$ cat config.mk
export PLATFORM = sky130hd
export DESIGN_NAME = dsi_burst_framer
export DESIGN_NICKNAME = d
export VERILOG_FILES = /design/src/rtl/dsi_framer_pkg.sv /design/src/rtl/dsi_hdr_ecc.sv /design/src/rtl/dsi_byte_reg.sv /design/src/rtl/dsi_seq_ctrl.sv /design/src/rtl/dsi_burst_framer.sv
export SDC_FILE = /design/constraint.sdc
export NUM_CORES = 1
export LEC_CHECK = 0
export CAP_MARGIN = 0
export CORE_ASPECT_RATIO = 1.4
export CORE_MARGIN = 4
export CORE_UTILIZATION = 59
export DETAILED_ROUTE_END_ITERATION = 12
export DONT_BUFFER_PORTS = 1
export GPL_ROUTABILITY_DRIVEN = 0
export GPL_TIMING_DRIVEN = 0
export PLACE_DENSITY = 0.77
export SYNTH_ARGS = -nofsm -noshare
export SYNTH_HDL_FRONTEND = slang
export SYNTH_SLANG_ARGS = --single-unit
$ cat constraint.sdc
create_clock -name clk -period 4.6 [get_ports clk]
set_input_delay 1.15 -clock clk [delete_from_list [all_inputs] [get_ports clk]]
set_output_delay 1.15 -clock clk [all_outputs]
set_load 0.05 [all_outputs]
$ cat src/rtl/dsi_framer_pkg.sv
package dsi_framer_pkg;

  typedef enum logic [2:0] {
    PH_IDLE, PH_SYNC, PH_SHORT, PH_LHDR, PH_SS, PH_PIX, PH_CRC, PH_TAIL
  } phase_t;

  localparam logic [7:0] SYNC_BYTE = 8'hB8;
  localparam logic [7:0] DI_SHORT  = 8'h15;
  localparam logic [7:0] DI_LONG   = 8'h39;
  localparam logic [7:0] SS_FIRST  = 8'h2C;
  localparam logic [7:0] SS_NEXT   = 8'h3C;
  localparam logic [7:0] CRC_BYTE  = 8'h00;
  localparam logic [7:0] TAIL_BYTE = 8'hFF;
  localparam int         NUM_CMDS  = 4;
  localparam int         WC_MAX    = 65535;

  // {param, command} of each configuration short packet, in send order
  function automatic logic [15:0] cfg_cmd(input logic [1:0] idx);
    case (idx)
      2'd0:    cfg_cmd = {8'h00, 8'h29};
      2'd1:    cfg_cmd = {8'h00, 8'h11};
      2'd2:    cfg_cmd = {8'h80, 8'h36};
      default: cfg_cmd = {8'h55, 8'h3A};
    endcase
  endfunction

  function automatic logic [23:0] ecc_mask(input int bitno);
    case (bitno)
      0:       ecc_mask = 24'hF12CB7;
      1:       ecc_mask = 24'hF2555B;
      2:       ecc_mask = 24'h749A6D;
      3:       ecc_mask = 24'hB8E38E;
      4:       ecc_mask = 24'hDF03F0;
      default: ecc_mask = 24'hEFFC00;
    endcase
  endfunction

endpackage

$ cat src/rtl/dsi_hdr_ecc.sv
module dsi_hdr_ecc
  import dsi_framer_pkg::*;
(
  input  logic [23:0] hdr_i,
  output logic [7:0]  ecc_o
);
  localparam int ECC_BITS = 6;

  for (genvar b = 0; b < ECC_BITS; b++) begin : g_par
    assign ecc_o[b] = ^(hdr_i & ecc_mask(b));
  end
  assign ecc_o[7:ECC_BITS] = '0;
endmodule

$ cat src/rtl/dsi_byte_reg.sv
module dsi_byte_reg #(
  parameter int DW = 8
) (
  input  logic          clk,
  input  logic          rst,
  input  logic [DW-1:0] byte_i,
  input  logic          last_i,
  input  logic          have_i,
  input  logic          ready_i,
  output logic [DW-1:0] data_o,
  output logic          valid_o,
  output logic          last_o,
  output logic          load_ok_o
);
  assign load_ok_o = !valid_o || ready_i;

  always_ff @(posedge clk) begin
    if (rst) begin
      valid_o <= 1'b0;
      last_o  <= 1'b0;
      data_o  <= '0;
    end else if (load_ok_o) begin
      valid_o <= have_i;
      if (have_i) begin
        data_o <= byte_i;
        last_o <= last_i;
      end else begin
        last_o <= 1'b0;
      end
    end
  end
endmodule

$ cat src/rtl/dsi_seq_ctrl.sv
module dsi_seq_ctrl
  import dsi_framer_pkg::*;
#(
  parameter int LINE_BYTES = 480,
  parameter int LINES_W    = 8
) (
  input  logic               clk,
  input  logic               rst,
  input  logic               start_i,
  input  logic [LINES_W-1:0] lines_i,
  input  logic               first_i,
  input  logic               busy_i,
  input  logic [7:0]         pix_data_i,
  input  logic               pix_valid_i,
  input  logic               load_ok_i,
  output logic               pix_ready_o,
  output logic [7:0]         nxt_byte_o,
  output logic               nxt_last_o,
  output logic               nxt_have_o,
  output logic               active_o,
  output logic               err_o
);
  localparam int PIX_W = (LINE_BYTES > 1) ? $clog2(LINE_BYTES) : 1;
  localparam int CMD_W = $clog2(NUM_CMDS);
  localparam logic [PIX_W-1:0] PIX_END = PIX_W'(LINE_BYTES - 1);
  localparam logic [CMD_W-1:0] CMD_END = CMD_W'(NUM_CMDS - 1);

  phase_t             phase;
  logic [1:0]         sub;
  logic [CMD_W-1:0]   cmd_idx;
  logic [PIX_W-1:0]   pix_cnt;
  logic [LINES_W-1:0] lines_left;
  logic               first_q;
  logic [15:0]        wc_q;

  logic [31:0] wc_full;
  logic        req_ok;
  logic        adv;
  logic [15:0] cmd_word;
  logic [7:0]  ecc_short, ecc_long;

  assign wc_full = 32'(lines_i) * 32'(LINE_BYTES) + 32'd1;
  assign req_ok  = (lines_i != '0) && (wc_full <= 32'(WC_MAX));
  assign cmd_word = cfg_cmd(2'(cmd_idx));

  dsi_hdr_ecc u_ecc_short (.hdr_i({cmd_word, DI_SHORT}), .ecc_o(ecc_short));
  dsi_hdr_ecc u_ecc_long  (.hdr_i({wc_q, DI_LONG}),      .ecc_o(ecc_long));

  always_comb begin
    nxt_byte_o = 8'h00;
    nxt_last_o = 1'b0;
    nxt_have_o = 1'b1;
    case (phase)
      PH_IDLE:  nxt_have_o = 1'b0;
      PH_SYNC:  nxt_byte_o = SYNC_BYTE;
      PH_SHORT: begin
        case (sub)
          2'd0:    nxt_byte_o = DI_SHORT;
          2'd1:    nxt_byte_o = cmd_word[7:0];
          2'd2:    nxt_byte_o = cmd_word[15:8];
          default: nxt_byte_o = ecc_short;
        endcase
      end
      PH_LHDR: begin
        case (sub)
          2'd0:    nxt_byte_o = DI_LONG;
          2'd1:    nxt_byte_o = wc_q[7:0];
          2'd2:    nxt_byte_o = wc_q[15:8];
          default: nxt_byte_o = ecc_long;
        endcase
      end
      PH_SS:  nxt_byte_o = first_q ? SS_FIRST : SS_NEXT;
      PH_PIX: begin
        nxt_byte_o = pix_data_i;
        nxt_have_o = pix_valid_i;
      end
      PH_CRC:  nxt_byte_o = CRC_BYTE;
      default: begin
        nxt_byte_o = TAIL_BYTE;
        nxt_last_o = 1'b1;
      end
    endcase
  end

  assign pix_ready_o = (phase == PH_PIX) && load_ok_i;
  assign adv         = nxt_have_o && load_ok_i;
  assign active_o    = (phase != PH_IDLE);

  always_ff @(posedge clk) begin
    if (rst) begin
      phase      <= PH_IDLE;
      sub        <= '0;
      cmd_idx    <= '0;
      pix_cnt    <= '0;
      lines_left <= '0;
      first_q    <= 1'b0;
      wc_q       <= '0;
      err_o      <= 1'b0;
    end else begin
      err_o <= 1'b0;
      if (phase == PH_IDLE) begin
        if (start_i && !busy_i) begin
          if (req_ok) begin
            phase      <= PH_SYNC;
            wc_q       <= wc_full[15:0];
            lines_left <= lines_i;
            first_q    <= first_i;
          end else begin
            err_o <= 1'b1;
          end
        end
      end else if (adv) begin
        case (phase)
          PH_SYNC: begin
            phase   <= PH_SHORT;
            sub     <= '0;
            cmd_idx <= '0;
          end
          PH_SHORT: begin
            sub <= sub + 2'd1;
            if (sub == 2'd3) begin
              if (cmd_idx == CMD_END) phase <= PH_LHDR;
              else                    cmd_idx <= cmd_idx + 1'b1;
            end
          end
          PH_LHDR: begin
            sub <= sub + 2'd1;
            if (sub == 2'd3) phase <= PH_SS;
          end
          PH_SS: begin
            phase   <= PH_PIX;
            pix_cnt <= '0;
          end
          PH_PIX: begin
            if (pix_cnt == PIX_END) begin
              pix_cnt <= '0;
              if (lines_left == LINES_W'(1)) begin
                phase <= PH_CRC;
                sub   <= '0;
              end else begin
                lines_left <= lines_left - 1'b1;
              end
            end else begin
              pix_cnt <= pix_cnt + 1'b1;
            end
          end
          PH_CRC: begin
            sub <= sub + 2'd1;
            if (sub == 2'd1) phase <= PH_TAIL;
          end
          default: phase <= PH_IDLE;
        endcase
      end
    end
  end
endmodule

$ cat src/rtl/dsi_burst_framer.sv
module dsi_burst_framer #(
  parameter int LINE_BYTES = 480,
  parameter int LINES_W    = 8
) (
  input  logic               clk,
  input  logic               rst,
  input  logic               start_i,
  input  logic [LINES_W-1:0] lines_i,
  input  logic               first_i,
  input  logic [7:0]         pix_data_i,
  input  logic               pix_valid_i,
  output logic               pix_ready_o,
  output logic [7:0]         out_data_o,
  output logic               out_valid_o,
  output logic               out_last_o,
  input  logic               out_ready_i,
  output logic               busy_o,
  output logic               err_o
);
  logic [7:0] nxt_byte;
  logic       nxt_last, nxt_have, load_ok, seq_active;

  dsi_seq_ctrl #(.LINE_BYTES(LINE_BYTES), .LINES_W(LINES_W)) u_seq (
    .clk(clk), .rst(rst), .start_i(start_i), .lines_i(lines_i),
    .first_i(first_i), .busy_i(busy_o), .pix_data_i(pix_data_i),
    .pix_valid_i(pix_valid_i), .load_ok_i(load_ok), .pix_ready_o(pix_ready_o),
    .nxt_byte_o(nxt_byte), .nxt_last_o(nxt_last), .nxt_have_o(nxt_have),
    .active_o(seq_active), .err_o(err_o)
  );

  dsi_byte_reg #(.DW(8)) u_out (
    .clk(clk), .rst(rst), .byte_i(nxt_byte), .last_i(nxt_last),
    .have_i(nxt_have), .ready_i(out_ready_i), .data_o(out_data_o),
    .valid_o(out_valid_o), .last_o(out_last_o), .load_ok_o(load_ok)
  );

  assign busy_o = seq_active || out_valid_o;
endmodule

# After elaboration in Yosys (flattened, before gate mapping)
# Index checks and enable logic that the tools add are counted.
dict set report classes {
  n_addsub 5
  n_mul 1
  n_lt_le_gt_ge 1
  n_eq_ne 27
  mux 35
  n_bitwise 2
  n_reduce_logical 42
}
# operator n
set ops {}
lappend ops {{XOR reduction 24 bit} 12}
lappend ops {{2-to-1 mux 8 bit} 7}
lappend ops {{case mux 16 bit (3 select lines)} 1}
lappend ops {{case mux 8 bit (3 select lines)} 2}
lappend ops {{case mux 8 bit (6 select lines)} 1}
lappend ops {{less-or-equal comparator 32 x 16 -> 1 bit, second input constant} 1}
lappend ops {{2-to-1 mux 3 bit} 10}
lappend ops {{adder 17 x 1 -> 18 bit, second input constant} 1}
lappend ops {{case mux 3 bit (6 select lines)} 1}
lappend ops {{case mux 9 bit (2 select lines)} 1}
lappend ops {{multiplier 8 x 4 -> 12 bit, second input constant} 1}
lappend ops {{inequality test 3 x 1 -> 1 bit, second input constant} 4}
lappend ops {{AND reduction 5 bit} 2}
lappend ops {{nonzero test 2 bit} 5}
lappend ops {{adder 9 x 1 -> 9 bit, second input constant} 1}
lappend ops {{equality test 3 bit, second input constant} 3}
lappend ops {{equality test 9 bit, second input constant} 1}
lappend ops {{2-to-1 mux 9 bit} 1}
lappend ops {{AND reduction 9 bit} 1}
lappend ops {{equality test 2 bit, second input constant} 4}
lappend ops {{equality test 8 x 1 -> 1 bit, second input constant} 1}
lappend ops {{2-to-1 mux 2 bit} 4}
lappend ops {{inequality test 2 bit, second input constant} 4}
lappend ops {{nonzero test 8 bit} 1}
lappend ops {{other kinds (25)} 43}
dict set report word_totals {
  regBits 52
  inputBits 22
  elab_cells 124
}

# Longest topological paths before layout
dict set report depth {
  ltp_word 7
  ltp_mapped 13
  depth_no_buf 11
}

# By module
# A second synthesis with hierarchy kept.
dict set report hier_totals {
  hier_cells 629
  area_unflattened_um2 5143.7
}
# module instances cells_each area_per_inst_um2
set by_module_without_submodules {}
lappend by_module_without_submodules {dsi_seq_ctrl 1 473 3671.0}
lappend by_module_without_submodules {dsi_hdr_ecc 2 55 488.0}
lappend by_module_without_submodules {dsi_byte_reg 1 45 490.5}
lappend by_module_without_submodules {dsi_burst_framer 1 1 6.3}

# Least setup slack after synthesis
# Ideal clock, no wire load.
dict set report synth_path {
  kind {input to register}
  startpoint {in lines_i[3]}
  endpoint {reg u_seq.wc_q[15]}
  setup_time_ps 68
  arrival_time_ps 4414
  setup_slack_ps 118
  path_stages 12
  path_cell_list {inv_1 -> fa_1 -> inv_1 -> fa_1 -> ha_1 -> a21o_1 -> a31o_1 -> o21a_4 -> or4_1 -> buf_2 -> a2111o_1 -> a21oi_2}
}
dict set report synth_between {
  elab_chain_len 5
  elab_cells_between_ends 6
  cone_classes {add/sub (1); mul (1); order compare (1); reduce/logical (3)}
}
# item line_no
set synth_lines {}
lappend synth_lines {{start, declared} dsi_burst_framer.sv:8} ;# input logic [LINES_W-1:0] lines_i,
lappend synth_lines {{multiplier 8 x 4 -> 12 bit} dsi_seq_ctrl.sv:42} ;# assign wc_full = 32'(lines_i) * 32'(LINE_BYTES) + 32'd1;
lappend synth_lines {{adder 17 x 1 -> 18 bit} dsi_seq_ctrl.sv:42}
lappend synth_lines {{less-or-equal comparator 32 x 16 -> 1 bit} dsi_seq_ctrl.sv:43} ;# assign req_ok = (lines_i != '0) && (wc_full <= 32'(WC_MAX));
lappend synth_lines {{logical AND 1 bit} dsi_seq_ctrl.sv:43}
lappend synth_lines {{AND reduction 3 bit (no source line)} --}
lappend synth_lines {{end signal, assigned} dsi_seq_ctrl.sv:105} ;# wc_q <= wc_full[15:0];
lappend synth_lines {{end, declared} dsi_seq_ctrl.sv:34} ;# logic [15:0] wc_q;
# Several ways; a longest one is shown, not always the timed one.
# A chain may end at the register's enable or synchronous reset.

# Worst setup path after layout
dict set report layout_path {
  startpoint {in lines_i[5]}
  endpoint {reg u_seq.wc_q[15]}
}
# Same word-level chain as after synthesis.

==> summary.md <==
| Metric | Value |
|---|---|
| H-Tree Depth | `2` |
| Fin. max-slew vios | `0` |
| Die area | `approximately 8500 um2` |
| Post-route minimum period | `~4.4 ns` |
| Setup crit start kind | `input port` |
| Setup violators final | `0` |
| Status | `completed` |
| Worst-Skew Late Latency | `between 0.3 and 0.4 ns` |
| Diodes inserted | `0` |
| Share of layout cells above drive strength 1 | `between 4 and 5%` |
| CTS tree | `yes` |
| P_leak | `between 1.5 and 2 nW` |
| Clock Skew | `between 0.01 and 0.015 ns` |
| Chip height | `about 110 um` |
| Netlist cell types | `61` |
| Row count | `36` |
| Hold Path Class | `reg -> reg` |
| Fin util | `around 64%` |
| DRT iter0 DRCs | `273` |
| Slowest cell on crit path | `a2111o_1` |
| Layout area overhead | `5.07%` |
| Sink Count | `48` |
| Post-synth EDFFs | `0` |
| Drt drc | `0` |
| Port Buffer Count | `0` |
| Slew margin rel. | `a little under two fifths` |
| Post-synthesis instance area | `approximately 4200 um2` |
| Antenna violations before repair | `0` |
| Total CTS buffers | `5` |
| Initial Util | `around 60%` |
| Final net count | `~600` |
| I/O Pins | `35` |
| DR vias | `just under 4000` |
| Vias per std cell | `roughly 6.3` |
| CTS Root Cell | `clkbuf_8` |
| Synth Flop Type | `dfxtp_1` |
| DRT antenna net count | `0` |
| Post-route insts no fill | `626` |
| Global route overflow | `0` |
| Routed length per instance | `between 15 and 20 um` |
| Critical path data arrival time | `approximately 4.6 ns` |
| Seq/Total Area, Yosys | `~23%` |
| Final worst slack | `between 0.2 and 0.25 ns` |
| CP top delay family | `compound AO/OA/AOI/OAI gates` |
| Slew @ Worst Pin | `about 0.9 ns` |
| RSZ-0062 raised after global routing | `no` |
| Number of buffers and inverters on the critical path | `3` |
| Async set-reset flop share out of synthesis | `0%` |
| Cell Pwr Density | `around 500 nW/um2` |
| Tcrit/Tclk final | `between 90 and 100%` |
| Gate count after technology mapping | `~520` |
| Number of global-route vias before repair | `slightly below 4000` |
| Yosys warning total | `0` |
| Dpl cells | `618` |
| Clk slew on worst S/H paths | `~0.10 ns` |
| Overall routing resource usage | `about 27%` |
| Die width | `between 70 and 80 um` |
| Pre-antenna DRT Iters | `5` |
| Hold Fails Final Rpt | `0` |
| Setup WS pre-CTS | `-0.114 ns` |
| Max Cap Viol | `0` |
| Postcts setup bufs | `0` |
| Post-CTS Hold Fix Bufs | `0` |
| Post-Syn Area per Cell | `between 8 and 9 um2` |
| Fmax | `between 0.2 and 0.25 GHz` |
| Crit path kind | `in -> reg` |
| Data required, critical path | `4.85 ns` |
| Synthesized flop and latch total | `48` |
| Detailed Route WL | `~11000 um` |
| CP Cell Sequence | `inv_1 -> fa_1 -> inv_1 -> fa_1 -> ha_1 -> a21o_1 -> a31o_1 -> o21a_4 -> or4_1 -> buf_2 -> a2111o_1 -> a21oi_2` |
| Core Region | `a little under 7000 um2` |
| Cells resized by post-CTS repair | `0` |
| Post-Syn Nets | `just under 600` |
| Largest net degree at the start of global routing | `15` |
| Longest Clk Path Bufs | `2` |
| Peak supply drop | `~250 uV` |
| First-pass GRT wire length | `between 15000 and 20000 um` |
| Hpwl dp | `roughly 8600 um` |
| Worst Path Max Fanout | `7` |
| Peak per-stage delay on the critical path | `between 0.4 and 0.5 ns` |
| Crit. End Element | `register` |
-- worst paths after layout --
| kind | start | to | slack (ns) | cells after the start |
|---|---|---|---|---|
| setup / recovery | lines_i[5] | u_seq.wc_q[15]$_SDFFE_PP0P_ | 0.21 | 12 |
| hold / removal | u_seq.pix_cnt[8]$_SDFFE_PP0P_ | u_seq.pix_cnt[8]$_SDFFE_PP0P_ | 0.47 | 2 |
| hold reg to reg | u_seq.pix_cnt[8]$_SDFFE_PP0P_ | u_seq.pix_cnt[8]$_SDFFE_PP0P_ | 0.47 | 2 |
| setup reg to reg | u_seq.phase[0]$_SDFFE_PP0P_ | u_seq.pix_cnt[2]$_SDFFE_PP0P_ | 1.67 | 9 |
-- layout by cell type (no fill, tap or decap), drive strengths merged, types with 4 or more instances in the layout --
| cell type | instances |
|---|---|
| dfxtp | 48 |
| a21oi | 47 |
| inv | 40 |
| nand2 | 39 |
| nor2 | 38 |
| ha | 37 |
| clkbuf | 31 |
| o21ai | 28 |
| nand3 | 22 |
| xnor2 | 19 |
| o211ai | 14 |
| a31oi | 13 |
| fa | 13 |
| nor3 | 12 |
| nor4 | 11 |
| nor2b | 10 |
| xor2 | 10 |
| nand2b | 6 |
| o32ai | 6 |
| a221oi | 5 |
| mux2i | 5 |
| o2111ai | 5 |
| and3 | 5 |
| buf | 5 |
| nand4 | 4 |
| nand3b | 4 |
-- layer usage --
layer / vias to the layer above / GRT usage (%) / routed length, um
met1: 1837 / 30.5 / 4330
li1: 1916 / - / -
met3: 33 / 4.44 / 599
met5: - / 0 / 0
met4: 0 / 11.3 / 389
met2: 150 / 48.5 / 5570
-- cell usage after synthesis, types with 6 or more instances --
master,n,area [um2]
a21oi_1,45,225
a31oi_1,13,81.3
clkbuf_1,24,90.1
dfxtp_1,48,961
fa_1,13,260
ha_1,37,463
inv_1,40,150
nand2_1,39,146
nand2b_1,6,37.5
nand3_1,22,110
nor2_1,38,143
nor2b_1,10,62.6
nor3_1,12,60.1
nor4_1,11,68.8
o211ai_1,14,105
o21ai_0,27,135
o32ai_1,6,52.6
xnor2_1,19,166
xor2_1,10,87.6
-- per-stage QoR --
| stage | hold slack, ns | area [um2] | total power [mW] | setup TNS, ns |
|---|---|---|---|---|
| 2_1_floorplan | 0.440 | 4200 | 1.67 | 0 |
| 3_3_place_gp | 0.449 | 4310 | 1.88 | -0.374 |
| 3_5_place_dp | 0.460 | 4310 | 1.91 | -0.921 |
| 4_1_cts | 0.474 | 4410 | 2.19 | 0 |
| 5_1_grt | 0.504 | 4410 | 2.36 | 0 |
| 6_report | 0.472 | 4410 | 2.20 | 0 |
-- state kept, by name (all words and copies together), names as in the netlist --
register / cells
u_seq.pix_cnt: 9
u_seq.wc_q: 12
u_seq.err_o: 1
u_out.valid_o: 1
u_out.last_o: 1
u_seq.phase: 3
u_seq.lines_left: 8
u_seq.first_q: 1
u_seq.cmd_idx: 2
u_seq.sub: 2
u_out.data_o: 8
-- cell type report --
type                    count  area (um2)
clock buffers               7        86.3
multi-input cells         405        2940
inverters                  40         150
flip-flops and latches     48         961
clock inverters             1        7.51
well taps                  95         119
plain buffers              30         140
fillers                   659        2530
-- cell families after synthesis --
logic type / share of synthesized area [%]
mux: 1.46
xor+xnor: 7.69
flops: 22.9
compound gates: 24.3
buf+inv: 6.92
simple gates: 19.5
fa+ha+maj: 17.2
-- worst reg2reg max path, stage by stage (launching register included) --
cell	delay, ns
dfxtp_1	0.44
inv_1	0.09
ha_1	0.19
buf_2	0.18
nor2b_1	0.15
clkbuf_1	0.17
nor3_1	0.78
nand2_1	0.27
o21ai_0	0.46
nor2_1	0.10
-- power by group --
part	leakage (nW)	internal (mW)	switching, mW
clock	0.0445	0.123	0.156
sequential	0.391	0.511	0.225
combinational	1.26	0.493	0.693
(Power assumes the default switching activity.)
